==> config.mk <==
export PLATFORM = sky130hd
export DESIGN_NAME = fgwt_route
export DESIGN_NICKNAME = d
export VERILOG_FILES = /design/src/rtl/fgwt_pkg.sv /design/src/rtl/fgwt_route.sv
export SDC_FILE = /design/constraint.sdc
export NUM_CORES = 1
export LEC_CHECK = 0
export CORE_AREA = 8 8 45 47
export DETAILED_ROUTE_END_ITERATION = 16
export DIE_AREA = 0 0 53 55
export PLACE_DENSITY_LB_ADDON = 0.3
export SLEW_MARGIN = 15
export SYNTH_ARGS = -nofsm -noshare
export SYNTH_HDL_FRONTEND = slang
export SYNTH_SLANG_ARGS = --single-unit
==> constraint.sdc <==
create_clock -name vclk -period 2.5
set_clock_uncertainty 0.1 [all_clocks]
set_input_delay 0.5 -clock vclk [all_inputs]
set_output_delay 0.5 -clock vclk [all_outputs]
set_load 0.05 [all_outputs]
==> src/rtl/fgwt_pkg.sv <==
package fgwt_pkg;

  localparam int unsigned CTL_W = 64;
  localparam int unsigned GRP_W = $clog2(CTL_W);
  localparam int unsigned EC_W  = 6;

  typedef enum logic [1:0] {
    FORM_MOVE64 = 2'd0,
    FORM_COP32  = 2'd1,
    FORM_COPDW  = 2'd2,
    FORM_NONE   = 2'd3
  } form_e;

  localparam logic [EC_W-1:0] EC_MOVE64 = 6'h18;
  localparam logic [EC_W-1:0] EC_COP32  = 6'h03;
  localparam logic [EC_W-1:0] EC_COPDW  = 6'h04;
  localparam logic [EC_W-1:0] EC_NONE   = 6'h00;

  function automatic logic [CTL_W-1:0] mk_rsvd_mask();
    logic [CTL_W-1:0] m;
    m = '0;
    m[63] = 1'b1; m[59] = 1'b1; m[58] = 1'b1; m[51] = 1'b1;
    m[47] = 1'b1; m[43] = 1'b1; m[40] = 1'b1; m[39] = 1'b1;
    m[38] = 1'b1; m[34] = 1'b1; m[30] = 1'b1; m[22] = 1'b1;
    m[9]  = 1'b1; m[6]  = 1'b1;
    return m;
  endfunction

  function automatic logic [CTL_W-1:0] mk_neg_mask();
    logic [CTL_W-1:0] m;
    m = '0;
    m[62] = 1'b1; m[61] = 1'b1; m[60] = 1'b1;
    return m;
  endfunction

  function automatic logic [CTL_W-1:0] mk_wide_mask();
    logic [CTL_W-1:0] m;
    m = '0;
    m[21] = 1'b1; m[20] = 1'b1; m[19] = 1'b1; m[18] = 1'b1;
    m[16] = 1'b1; m[15] = 1'b1; m[14] = 1'b1; m[13] = 1'b1;
    m[12] = 1'b1;
    return m;
  endfunction

endpackage

==> src/rtl/fgwt_route.sv <==
module fgwt_route
  import fgwt_pkg::*;
#(
  parameter logic [CTL_W-1:0] WIDE_MASK = mk_wide_mask(),
  parameter int unsigned      DW_BIT    = 15
) (
  input  logic [GRP_W-1:0] group_i,
  input  logic [1:0]       level_i,
  input  logic [1:0]       form_i,
  input  logic             e2h_i,
  input  logic             tge_i,
  input  logic             el1_a64_i,
  output logic             allow_o,
  output logic [EC_W-1:0]  ec_o
);

  localparam logic [GRP_W-1:0] DW_IDX = GRP_W'(DW_BIT);

  logic  wide;
  logic  qual;
  form_e form;

  always_comb begin
    wide    = WIDE_MASK[group_i];
    qual    = ~(e2h_i & tge_i) & el1_a64_i;
    form    = form_e'(form_i);
    allow_o = 1'b0;
    ec_o    = EC_NONE;
    if (!wide) begin
      if (level_i == 2'd1 && form == FORM_MOVE64) begin
        allow_o = 1'b1;
        ec_o    = EC_MOVE64;
      end
    end else if (qual) begin
      unique case (level_i)
        2'd1: begin
          if (form == FORM_MOVE64) begin
            allow_o = 1'b1;
            ec_o    = EC_MOVE64;
          end
        end
        2'd0: begin
          unique case (form)
            FORM_MOVE64: begin allow_o = 1'b1; ec_o = EC_MOVE64; end
            FORM_COP32:  begin allow_o = 1'b1; ec_o = EC_COP32;  end
            FORM_COPDW: begin
              if (group_i == DW_IDX) begin
                allow_o = 1'b1;
                ec_o    = EC_COPDW;
              end
            end
            default: ;
          endcase
        end
        default: ;
      endcase
    end
  end

  // any allowed write comes from level 0 or level 1
  always_comb begin
    p_level_r10: assert (!allow_o || level_i <= 2'd1);
  end

  // forms other than the 64-bit move are allowed only for level-0 writes to wide bits
  always_comb begin
    p_cop_form_r8: assert (!(allow_o && form_i != 2'd0) || (level_i == 2'd0 && wide));
  end

endmodule

# Yosys cells after proc, flatten, opt, wreduce, memory -nomap -nowiden
# Memories as Yosys holds them, arrays and structs flattened.
# Index checks and enable logic that the tools add are counted.
[totals] mem_count=1 romBits=64 regBits=0
[mem_list] memory="(no name shown)" depth=64 word_bits=1 rd=1 rd_clocked_by_memory_dff=0 wr=0 line="fgwt_route.sv:24" text="wide = WIDE_MASK[group_i];"
[classes] n_reduce_logical=4 magnitude_cmp=1 eq_ne=4 mux=15 n_bitwise=3
[ops] operator="$mux 5" count=3
[ops] operator="$pmux 5 s3" count=1
[ops] operator="$pmux 5 s2" count=1
[ops] operator="$lt 6x7->1 const B" count=1
[ops] operator="$eq 6x4->1 const B" count=1
[ops] operator="$mux 1" count=6
[ops] operator="$mux 6" count=1
[ops] operator="$eq 2x1->1 const B" count=2
[ops] operator="$logic_not 2->1" count=2
[ops] operator="$pmux 1 s2" count=2
[ops] operator="$mux 3" count=1
[ops] operator="$and 1x1->1" count=2
[ops] operator="$eq 2x2->1 const B" count=1
[ops] operator="$reduce_or 2->1" count=1
[ops] operator="$logic_and 1x1->1" count=1
[ops] operator="$not 1->1" count=1

# Depth between registers and ports, before layout
# Gate-level depths: netlist (run 1).
[logic_depth] ltp_word=6 mapped_depth=5

# Least setup slack after synthesis (run 1)
# OpenSTA, ideal clock, no wires.
[synth_path] kind="input to output" from="input group_i[3]" to="output ec_o[1]" n_path_buf=1 path_slack_ps=-1399 cell_stages=5 arrival_ps=3299 t_required_ps=1900 cell_sequence="nand2b_4 -> or3_1 -> a211o_1 -> nor4_1 -> buf_4"
[synth_via] elab_chain_len=3
[synth_rtl] element="from (decl)" line="fgwt_route.sv:7" text="input logic [GRP_W-1:0] group_i,"
[synth_rtl] element="$mem_v2 64x1"
[synth_rtl] element="$mux 1 (not written as such)" line="fgwt_route.sv:24"
[synth_rtl] element="$mux 6" line="fgwt_route.sv:29" text="if (!wide) begin"
[synth_rtl] element="to (decl)" line="fgwt_route.sv:14" text="output logic [EC_W-1:0] ec_o"
# No other way between the ends. The select of a mux whose other input is x is not followed.

# Worst setup path after layout (run 1)
[layout_path] from="input group_i[0]" to="output ec_o[4]"
# Same word-level chain as after synthesis.

==> metrics.md, run 1 <==
| Metric | Value |
|---|---|
| First-pass GRT wire length | `between 1000 and 1500 um` |
| Final net count | `75` |
| Worst EP arrival | `approximately 2.0 ns` |
| Max Fclk | `approximately 0.38 GHz` |
| Wire per inst | `around 13 um` |
| Max cap viols | `0` |
| Synth top area cells | `buf_4, a2111oi_2, nand2b_4, nor2b_4, nor4_1` |
| Setup ws final | `-0.09950 ns` |
| Initial Util | `0.1410` |
| Drt pass-1 iters | `2` |
| Multi-input logic area | `269.0 sq um` |
| # IOs | `20` |
| Register area | `0 sq um` |
| Final hold vios | `0` |
| Crit Path Category | `input pin to output pin` |
| Final GP Congestion | `just under 0.7` |
| Final setup TNS | `-0.3117 ns` |
| Synth unique cells | `21` |
| Post-layout min period | `2.600 ns` |
| DRT Wirelength | `between 900 and 1000 um` |
| Top cell type by total area after synthesis | `buf_4` |
| Startpoint Class | `input pin` |
| FP Rows | `14` |
| Critical Path End Type | `output pin` |
| Sequential cell count | `0` |
| Most frequent cells in the layout | `buf_4, buf_6, buf_12` |
| Die area | `between 2000 and 3000 sq um` |
| Initial DRC count | `1` |
| Hold crit path type | `input pin to output pin` |
| DP HPWL | `~690 um` |
| Synthesized instance count | `27` |
| Die height | `roughly 55 um` |
| Antenna violations before repair | `0` |
| Port Buffer Count | `19` |
| Max rail drop VDD | `~0.062 mV` |
| Core box area | `around 1400 sq um` |
| Syn nets | `40` |
| CP Max Fanout | `2` |
| PwrDens | `111.7 nW/um^2` |
| Synth top area share | `0.1154` |
| Synth warn | `0` |
| Routed Antenna Nets | `0` |
| Failing checks | `negative setup slack` |
| Total power | `75.17 uW` |
| Final Slew Violations | `0` |
| Avg Inst Size Synth | `7.229 sq um` |
| Via density | `around 4.4` |
| Vias | `between 300 and 400` |
| Final setup viols | `5` |
| Gr ovfl total | `0` |
| # diodes | `0` |
| Remaining DRCs | `0` |
| Grt peak-use layer | `met2` |
| Die X-Extent | `53 um` |
| Share of post-route cells with drive strength above 1 | `0.7333` |
| Crit path required time | `between 1.5 and 2 ns` |
| Layout area overhead | `244.9%` |
| Met2 Use GR | `0.1367` |
| Gr usage total | `0.06431` |
| RSZ-0062 raised after global routing | `yes` |
| P_leak | `~0.28 nW` |
| Commonest non-fill, non-tap cell in the layout | `buf_4` |
| GR Util met1 | `0.06637` |
| Cell Area, Synth | `between 150 and 200 sq um` |
| Largest net degree at the start of global routing | `5` |
| Vias in the first global route | `between 300 and 400` |
| Post-synthesis sequential area ratio | `0` |
| Status | `finished, violations left` |
| Layout clock buffer count | `0` |
| Tcrit/Tclk final | `1.040` |
| Met3 Usage GRT | `0.01070` |
| Fillers | `around 140` |
[worst paths after layout]
check	start	endpoint	slack, ns	depth (start not counted)
worst max-delay path	group_i[0]	ec_o[4]	-0.1	7
worst min-delay path	group_i[0]	ec_o[2]	1.44	6
[critical path, cell delays in order]
cell and delay [ns]:
buf_6 0.09, nor2b_4 0.12, or3_1 0.33, a211o_1 0.32, a2111oi_4 0.31, buf_4 0.19, buf_12 0.13
[logic make-up (layout without fill, tap and decap cells)]
logic type	count (synthesis)	in the layout	synth area share
buffers and inverters	3	36	0.1154
and+or+nand+nor	16	16	0.5706
AOI/OAI and AO/OA	7	7	0.2948
other	1	1	0.01921
[routing by layer]
metal  vias to the layer above  part of all wire  wire (um)
met5                         -                 0          0
met4                         0                 0          0
met3                         0             0.075         71
met2                        10              0.59        560
met1                       157              0.34        319
li1                        168                 -          -
[cells in the mapped netlist]
master / count
o21ai_0: 1
nor2b_4: 1
nor3b_1: 1
buf_4: 3
nor2b_1: 1
a2111oi_2: 1
o41a_1: 1
a211oi_1: 1
nand4b_1: 1
nor4_1: 2
nor4b_1: 1
nor2_1: 2
nand2b_1: 1
or3_1: 1
a21oi_1: 1
conb_1: 1
o21ai_1: 1
nand2_1: 3
a211o_1: 1
nand2b_4: 1
or3b_2: 1
[report_power, final]
group / internal [mW] / switching (mW) / total, mW
clock network: 0 / 0 / 0
registers: 0 / 0 / 0
logic: 0.0415 / 0.0336 / 0.0752
[repair_timing]
| action | 4_1_cts | 5_1_grt |
|---|---|---|
| gates resized for setup | 46 | 8 |
| setup endpoints to repair | 6 | 6 |
| hold endpoints to repair | 0 | 0 |
| buffers inserted | 5 | 2 |
| hold buffers | 0 | 0 |
| pin swaps | 10 | 4 |
[metrics by stage]
stage / cells / cell area [sq um] / worst slack [ns] / hold WS, ns / util
finish: 76 / 673.1 / -0.09950 / 1.436 / 0.4864
global route: 76 / 673.1 / -0.1699 / 1.460 / 0.4864
global placement: 69 / 545.5 / -0.5482 / 1.749 / 0.3942
detailed placement: 69 / 545.5 / -0.5621 / 1.743 / 0.3942
CTS: 74 / 630.6 / -0.1495 / 1.468 / 0.4557
floorplan: 27 / 226.5 / -0.4751 / 0.9593 / -
[final cells by class]
type / instances / share of cell area
Timing Repair Buffer: 36 / 0.5706
Multi-Input combinational cell: 24 / 0.3996
Tap cell: 16 / 0.02974
No activity file was read; power rests on OpenSTA's default activity.
==> run 2: changes to the inputs <==
--- a/config.mk
+++ b/config.mk
@@ -9,7 +9,6 @@
 export DETAILED_ROUTE_END_ITERATION = 16
 export DIE_AREA = 0 0 53 55
 export PLACE_DENSITY_LB_ADDON = 0.3
-export SLEW_MARGIN = 15
 export SYNTH_ARGS = -nofsm -noshare
 export SYNTH_HDL_FRONTEND = slang
 export SYNTH_SLANG_ARGS = --single-unit
==> results of run 2 <==
The final DEF is identical to that of run 1; final timing and power are the same.
